**src/rtl/hub_port_power_pkg.sv**
```systemverilog
// Shared types for the downstream port power and indicator block.
package hub_port_power_pkg;

    // Manual lamp selector codes, two bits per port.
    typedef enum logic [1:0] {
        SEL_OFF   = 2'b00,
        SEL_AMBER = 2'b01,
        SEL_GREEN = 2'b10,
        SEL_BLINK = 2'b11
    } led_sel_e;

    // Drive for one port's lamp pair.
    typedef struct packed {
        logic green;
        logic amber;
    } lamp_t;

endpackage

```
**src/rtl/oc_filter.sv**
```systemverilog
// Over-current qualifier for one channel.
// Brings the active-low flag into the clock domain through two flops, then
// requires DEBOUNCE_CYCLES consecutive asserted samples. It emits a single
// one-cycle event per qualified assertion.
// Assumes DEBOUNCE_CYCLES >= 2.
module oc_filter #(
    parameter int DEBOUNCE_CYCLES = 16
) (
    input  logic clk,
    input  logic rst_n,
    input  logic fault_n_i,
    output logic fault_evt_o
);
    localparam int CW = $clog2(DEBOUNCE_CYCLES + 1);

    logic [1:0]    sync_q;
    logic [CW-1:0] run_q;

    // Two-stage synchronizer, stored as active-high fault.
    always_ff @(posedge clk) begin
        if (!rst_n) sync_q <= '0;
        else        sync_q <= {sync_q[0], ~fault_n_i};
    end

    // Count consecutive asserted samples, saturating at the window length.
    always_ff @(posedge clk) begin
        if (!rst_n)                           run_q <= '0;
        else if (!sync_q[1])                  run_q <= '0;
        else if (run_q != CW'(DEBOUNCE_CYCLES)) run_q <= run_q + 1'b1;
    end

    assign fault_evt_o = sync_q[1] && (run_q == CW'(DEBOUNCE_CYCLES - 1));

endmodule

```
**src/rtl/port_power_ctl.sv**
```systemverilog
// Power state and fault latches for all ports.
// Individual mode: one power flag per port. Ganged mode: one group flag
// driven by channel 0. Power turns on at a rising request edge, turns off
// when the request drops or a fault event arrives. Change bits are set by
// faults and cleared by software pulses, and a set wins over a clear.
// Assumes gang_mode_i changes only while reset is asserted.
module port_power_ctl #(
    parameter int NUM_PORTS = 4
) (
    input  logic                 clk,
    input  logic                 rst_n,
    input  logic                 gang_mode_i,
    input  logic [NUM_PORTS-1:0] pwr_req_i,
    input  logic [NUM_PORTS-1:0] oc_clr_i,
    input  logic [NUM_PORTS-1:0] fault_evt_i,
    output logic [NUM_PORTS-1:0] powered_o,
    output logic [NUM_PORTS-1:0] pwr_en_n_o,
    output logic [NUM_PORTS-1:0] oc_change_o
);
    logic [NUM_PORTS-1:0] req_q;
    logic [NUM_PORTS-1:0] ind_on_q;
    logic [NUM_PORTS-1:0] chg_q;
    logic [NUM_PORTS-1:0] fault_hit;
    logic                 any_req;
    logic                 any_req_q;
    logic                 gang_on_q;

    assign any_req = |pwr_req_i;

    // Remember last request levels for edge detection.
    always_ff @(posedge clk) begin
        if (!rst_n) begin
            req_q     <= '0;
            any_req_q <= 1'b0;
        end else begin
            req_q     <= pwr_req_i;
            any_req_q <= any_req;
        end
    end

    // Group power flag used in ganged mode.
    always_ff @(posedge clk) begin
        if (!rst_n)              gang_on_q <= 1'b0;
        else if (fault_evt_i[0]) gang_on_q <= 1'b0;
        else if (!any_req)       gang_on_q <= 1'b0;
        else if (!any_req_q)     gang_on_q <= 1'b1;
    end

    generate
        for (genvar i = 0; i < NUM_PORTS; i++) begin : g_port
            // Route the fault that applies to this port.
            assign fault_hit[i] = gang_mode_i ? fault_evt_i[0] : fault_evt_i[i];

            // Per-port power flag used in individual mode.
            always_ff @(posedge clk) begin
                if (!rst_n)              ind_on_q[i] <= 1'b0;
                else if (fault_evt_i[i]) ind_on_q[i] <= 1'b0;
                else if (!pwr_req_i[i])  ind_on_q[i] <= 1'b0;
                else if (!req_q[i])      ind_on_q[i] <= 1'b1;
            end

            // Change latch: set by a fault, cleared by software.
            always_ff @(posedge clk) begin
                if (!rst_n)            chg_q[i] <= 1'b0;
                else if (fault_hit[i]) chg_q[i] <= 1'b1;
                else if (oc_clr_i[i])  chg_q[i] <= 1'b0;
            end

            // Powered status and switch enable for this port.
            always_comb begin
                powered_o[i] = gang_mode_i ? gang_on_q : ind_on_q[i];
                if (i == 0) pwr_en_n_o[i] = gang_mode_i ? ~gang_on_q : ~ind_on_q[i];
                else        pwr_en_n_o[i] = gang_mode_i ? 1'b1 : ~ind_on_q[i];
            end
        end
    endgenerate

    assign oc_change_o = chg_q;

endmodule

```
**src/rtl/indicator_drv.sv**
```systemverilog
// Lamp drive for all ports.
// Automatic mode shows amber for a latched fault, green for a powered port.
// Manual mode decodes the host selector. One shared divider makes the blink
// phase. Suspend blanks every lamp, and an attached EEPROM blanks amber.
// Assumes BLINK_HALF_CYCLES >= 2.
module indicator_drv
    import hub_port_power_pkg::*;
#(
    parameter int NUM_PORTS         = 4,
    parameter int BLINK_HALF_CYCLES = 3_000_000
) (
    input  logic                   clk,
    input  logic                   rst_n,
    input  logic [NUM_PORTS-1:0]   powered_i,
    input  logic [NUM_PORTS-1:0]   change_i,
    input  logic [NUM_PORTS-1:0]   led_manual_i,
    input  logic [2*NUM_PORTS-1:0] led_sel_i,
    input  logic                   suspend_i,
    input  logic                   eeprom_present_i,
    output logic [NUM_PORTS-1:0]   green_o,
    output logic [NUM_PORTS-1:0]   amber_o
);
    localparam int BW = $clog2(BLINK_HALF_CYCLES);

    logic [BW-1:0] div_q;
    logic          phase_q;

    // Free-running divider that toggles the blink phase.
    always_ff @(posedge clk) begin
        if (!rst_n) begin
            div_q   <= '0;
            phase_q <= 1'b0;
        end else if (div_q == BW'(BLINK_HALF_CYCLES - 1)) begin
            div_q   <= '0;
            phase_q <= ~phase_q;
        end else begin
            div_q <= div_q + 1'b1;
        end
    end

    generate
        for (genvar i = 0; i < NUM_PORTS; i++) begin : g_lamp
            lamp_t    lamp;
            led_sel_e sel;

            assign sel = led_sel_e'(led_sel_i[2*i +: 2]);

            // Pick the colour, then apply the suspend and EEPROM overrides.
            always_comb begin
                lamp = '0;
                if (led_manual_i[i]) begin
                    case (sel)
                        SEL_AMBER: lamp.amber = 1'b1;
                        SEL_GREEN: lamp.green = 1'b1;
                        SEL_BLINK: lamp.green = phase_q;
                        default:   lamp = '0;
                    endcase
                end else if (change_i[i]) begin
                    lamp.amber = 1'b1;
                end else if (powered_i[i]) begin
                    lamp.green = 1'b1;
                end
                if (suspend_i)        lamp = '0;
                if (eeprom_present_i) lamp.amber = 1'b0;
                green_o[i] = lamp.green;
                amber_o[i] = lamp.amber;
            end
        end
    endgenerate

endmodule

```
**src/rtl/hub_port_power.sv**
```systemverilog
// Top of the downstream port power and indicator controller.
// One over-current filter per port feeds the power/latch stage, which feeds
// the lamp driver. The ganged/individual strap is static outside reset.
module hub_port_power #(
    parameter int NUM_PORTS         = 4,
    parameter int DEBOUNCE_CYCLES   = 16,
    parameter int BLINK_HALF_CYCLES = 3_000_000
) (
    input  logic                   clk,
    input  logic                   rst_n,
    input  logic                   gang_mode_i,
    input  logic [NUM_PORTS-1:0]   oc_n_i,
    input  logic [NUM_PORTS-1:0]   pwr_req_i,
    input  logic [NUM_PORTS-1:0]   oc_clr_i,
    input  logic [NUM_PORTS-1:0]   led_manual_i,
    input  logic [2*NUM_PORTS-1:0] led_sel_i,
    input  logic                   suspend_i,
    input  logic                   eeprom_present_i,
    output logic [NUM_PORTS-1:0]   pwr_en_n_o,
    output logic [NUM_PORTS-1:0]   oc_change_o,
    output logic [NUM_PORTS-1:0]   green_o,
    output logic [NUM_PORTS-1:0]   amber_o
);
    logic [NUM_PORTS-1:0] fault_evt;
    logic [NUM_PORTS-1:0] powered;

    generate
        for (genvar i = 0; i < NUM_PORTS; i++) begin : g_filt
            oc_filter #(.DEBOUNCE_CYCLES(DEBOUNCE_CYCLES)) u_filt (
                .clk         (clk),
                .rst_n       (rst_n),
                .fault_n_i   (oc_n_i[i]),
                .fault_evt_o (fault_evt[i])
            );
        end
    endgenerate

    port_power_ctl #(.NUM_PORTS(NUM_PORTS)) u_pwr (
        .clk         (clk),
        .rst_n       (rst_n),
        .gang_mode_i (gang_mode_i),
        .pwr_req_i   (pwr_req_i),
        .oc_clr_i    (oc_clr_i),
        .fault_evt_i (fault_evt),
        .powered_o   (powered),
        .pwr_en_n_o  (pwr_en_n_o),
        .oc_change_o (oc_change_o)
    );

    indicator_drv #(
        .NUM_PORTS         (NUM_PORTS),
        .BLINK_HALF_CYCLES (BLINK_HALF_CYCLES)
    ) u_ind (
        .clk              (clk),
        .rst_n            (rst_n),
        .powered_i        (powered),
        .change_i         (oc_change_o),
        .led_manual_i     (led_manual_i),
        .led_sel_i        (led_sel_i),
        .suspend_i        (suspend_i),
        .eeprom_present_i (eeprom_present_i),
        .green_o          (green_o),
        .amber_o          (amber_o)
    );

endmodule

```
**config.mk**
```make
export PLATFORM = sky130hd
export DESIGN_NAME = hub_port_power
export DESIGN_NICKNAME = d
export VERILOG_FILES = /design/src/rtl/hub_port_power_pkg.sv /design/src/rtl/oc_filter.sv /design/src/rtl/port_power_ctl.sv /design/src/rtl/indicator_drv.sv /design/src/rtl/hub_port_power.sv
export SDC_FILE = /design/constraint.sdc
export NUM_CORES = 1
export LEC_CHECK = 0
export ABC_AREA = 0
export BUFFER_PORTS_ARGS = -buffer_cell sky130_fd_sc_hd__buf_2
export CAP_MARGIN = 30
export CORE_MARGIN = 2
export CORE_UTILIZATION = 50
export DETAILED_ROUTE_END_ITERATION = 10
export GPL_ROUTABILITY_DRIVEN = 0
export PLACE_DENSITY = 0.74
export SYNTH_ARGS = -nofsm -noshare
export SYNTH_HDL_FRONTEND = slang
export SYNTH_SLANG_ARGS = --single-unit
export TNS_END_PERCENT = 50
```
**constraint.sdc**
```tcl
create_clock -name clk -period 1.8 [get_ports clk]
set_clock_uncertainty 0.05 [all_clocks]
set_input_delay 0.09 -clock clk [delete_from_list [all_inputs] [get_ports clk]]
set_output_delay 0.09 -clock clk [all_outputs]
set_load 0.01 [all_outputs]
```
==> reports/results.md <==
| Result | This run |
|:---|:---|
| Result of the run | complete, no violations |
| Largest net degree at the start of global routing | 26 |
| All-Layer GR Usage | 21.0% |
| Worst R2R Start | u_ind.div_q[0] |
| Tmin final | 1790 ps |
| Number of clock buffers inserted by TritonCTS | 9 |
| Wire length per cell after detailed routing | 13.4 microns |
| Final Hold Fails | 0 |
| Top cells by count, synth | 65 x dfxtp_1, 34 x nor2_1, 26 x inv_1, 24 x nand2_1, 19 x a21oi_1 |
| Max Buffers Root-to-Sink | 2 |
| Cell repeated most along the worst path | or4_4 |
| Setup total negative slack | 0 ps |
| Sequential-to-total area share from yosys stat | 44.9% |
| Leakage | 1.54 nW |
| Worst setup path endpoint | u_ind.div_q[19] |
| Library cell with the highest instance count after synthesis | dfxtp_1 |
| Simple-gate portion of the synthesized area | 27.2% |
| Final nets | 459 |
| Cell types occupying the most area after synthesis | dfxtp_1 45%, ha_1 5.6%, xnor2_1 5.1% |
| Synth Area in XOR/XNOR | 7.26% |
| Vertical extent of the die | 80.1 microns |
| Mux cell area share after synthesis | 1.38% |
| Synth async-reset ratio | 0% |
| Upper clock frequency limit | 0.558 GHz |
| Number of instances in the synthesized netlist | 328 |
| #FFs+latches synth | 65 |
| Row count | 27 |
| Mapped Area | 2900 sq um |
| Met1 wire length | 2.78 mm |
| Reported max-cap violation count | 0 |
| Via count of the first global-routing pass | 2451 |
| Count of input and output buffers | 44 |
| CTS tree | yes |
| Routed vias | 2602 |
| First-pass DRT Iterations | 4 |
| Worst slew pin tran | 567 ps |
| Buffer type at the clock tree root | clkbuf_8 |
| Die Span X | 80.1 microns |
| R2r worst-path depth | 4 |
| Via density per instance | 5.27 |
| Post-layout util | 70.8% |
| Cell type contributing the most total cell area after synthesis | dfxtp_1 |
| Worst min-delay path class | input port to flip-flop |
| WS Path Type | flip-flop to flip-flop |
| Crit path max fanout | 4 |
| Startpoint class of the critical path | flip-flop |
| Slack of the worst reg-to-reg path | 7 ps |
| Maximum vdd drop | 0.000563 V |
| Diodes inserted | 0 |
| Final global-route overflow total | 0 |
| H-Tree Depth | 3 |
| Max layer used | met4 |
| Area fraction in compound gates after synthesis | 9.37% |
| WL met2 | 3.38 mm |
| Slew margin rel. | 61.9% |
| Synthesized-area fraction occupied by adder cells | 5.62% |
| Std-Cell Core Area | 5540 sq um |
| Warnings, synthesis | 0 |
| Initial antenna violation count | 0 |
| Setup repair after global routing missed its margin | true |
| Setup violations, final | 0 |
| Post-synth top area share | 44.9% |
| Detailed route wirelength on metal3 | 352 microns |
| Crit path cell chain | nand2_2, or4_4, or4_4, a21oi_2 |
| Share of layout cells above drive strength 1 | 30.3% |
| Final WL | 6.62 mm |
| Data arrival time at the worst-slack endpoint | 2020 ps |
| Area growth from synthesis to final layout | 35.4% |
| EDFF count, synth | 0 |
| Full die area | 6420 sq um |
| Violation count after the first detailed-routing iteration | 102 |
| Syn_nets | 370 |
| Global-route wire length before repair | 10.4 mm |
| Fin. max-slew vios | 0 |
| Worst-Skew Late Latency | 350 ps |
| Mean area per synthesized cell | 8.83 sq um |
| DRC violations left | 0 |
| Power density normalized to cell area | 783 nW/um^2 |
| Final clock period utilization by the worst path | 99.6% |
| Starting Density | 52.3% |
| CTS clock-pin slew for the worst setup and hold paths | 80 ps |
| Top_reg_cell synth | dfxtp_1 |
| WP data required | 2030 ps |
| Max stage delay cell, worst path | or4_4 |
| Type of element capturing the critical path | flip-flop |
| Largest family of logic cells by synthesized area | simple AND/OR/NAND/NOR gates |
| Critical path origin | u_ind.div_q[0] |
| I/O pins | 45 |
| Count of distinct cell types in the synthesized netlist | 42 |
| Antenna violation net count after detailed routing | 0 |
| Maximum cell stage delay along the critical path | 540 ps |
| # clock sinks | 65 |
| Terminus of the critical flop-to-flop path | u_ind.div_q[19] |
| HPWL after detailed placement | 4.43 mm |
-- logic make-up (layout without fill, tap and decap cells) --
| kind of cell | after synthesis | after routing |
|---|---|---|
| compound gates | 44 | 44 |
| xor+xnor | 24 | 24 |
| fa+ha+maj | 13 | 13 |
| buf+inv | 32 | 126 |
| flops | 65 | 65 |
| mux | 4 | 4 |
| simple gates | 146 | 146 |
-- registers in the layout, indices dropped and copies added (netlist names) --
register / cells
g_filt.u_filt.sync_q: 8
u_ind.div_q: 22
u_pwr.ind_on_q: 4
u_pwr.req_q: 4
g_filt.u_filt.run_q: 20
u_pwr.gang_on_q: 1
u_pwr.oc_change_o: 4
u_pwr.any_req_q: 1
u_ind.phase_q: 1
-- cells in the final DEF (no fill, tap or decap), types with 3 or more instances in the layout --
master / n
nand2_1: 23
dfxtp_2: 10
nand2b_1: 13
dlygate4sd3_1: 9
nor4_1: 3
and3_1: 6
buf_2: 44
o21ai_0: 4
inv_1: 26
a211oi_1: 3
dfxtp_4: 3
buf_4: 27
nand4_1: 5
a31oi_1: 4
nor2_1: 34
a21oi_2: 3
xor2_1: 7
or4_4: 3
nor3_1: 11
o31ai_1: 3
nor2b_1: 5
and2_1: 9
xnor2_1: 17
nand3b_1: 5
ha_1: 12
clkinv_4: 3
dfxtp_1: 52
a21oi_1: 17
mux2i_1: 4
clkbuf_8: 10
nand3_1: 9
-- worst min path at each step --
stage,from,end,slack (ps),cells after the start
after floorplan,oc_n_i[0],g_filt[0].u_filt.sync_q[0],110,1
after global placement,oc_n_i[3],g_filt[3].u_filt.sync_q[0],200,2
after detailed placement,oc_n_i[1],g_filt[1].u_filt.sync_q[0],200,2
after CTS,oc_clr_i[3],u_pwr.oc_change_o[3],20,3
after global routing,oc_clr_i[2],u_pwr.oc_change_o[2],50,3
final,oc_clr_i[3],u_pwr.oc_change_o[3],40,3
-- power breakdown --
group          internal, mW  total (mW)  switching (mW)
combinational         0.103       0.196          0.0923
sequential             1.46        1.48          0.0181
clock                 0.821        1.39           0.572
total                  2.39        3.07           0.683
-- per-stage QoR --
stage               hold WS (ps)  worst slack (ps)  instance area (sq um)  instances  power (mW)
floorplan                    112             -3.93                   2920        328        1.60
global placement             196             -19.6                   3390        461        1.67
detailed placement           198              -133                   3390        461        1.67
CTS                         22.2             0.986                   3740        486        3.08
global route                46.7             -44.9                   3920        494        3.19
finish                      37.5              6.64                   3920        494        3.07
-- final cells by class --
type                            instances  area, sq um
Fill cell                             443         1620
Multi-Input combinational cell        231         1590
Clock inverter                          6         91.3
Inverter                               26         97.6
Tap cell                               72         90.1
Clock buffer                           10          138
Sequential cell                        65         1330
Timing Repair Buffer                   84          594
-- what timing repair did --
| item | in CTS | in global routing |
|---|---|---|
| gates resized for setup | 6 | 24 |
| pin swaps | 0 | 5 |
| hold buffers | 9 | 0 |
| endpoints found under the hold margin | 10 | 0 |
| cloned | 0 | 2 |
| endpoints found under the setup margin | 2 | 22 |
| buffers inserted | 0 | 6 |
-- worst max-delay path, delay by kind of cell (launching register included) --
family	cells	cell delay (ps)
flip-flops	1	390
AND/OR/NAND/NOR	3	1150
AO/OA/AOI/OAI	1	140
-- per-layer routing --
layer	vias up	GRT usage (%)
met4	0	8.64
met1	1208	22.4
met2	78	38.3
met5	-	0
li1	1305	-
met3	11	6.29
No activity file was read; power rests on OpenSTA's default activity.
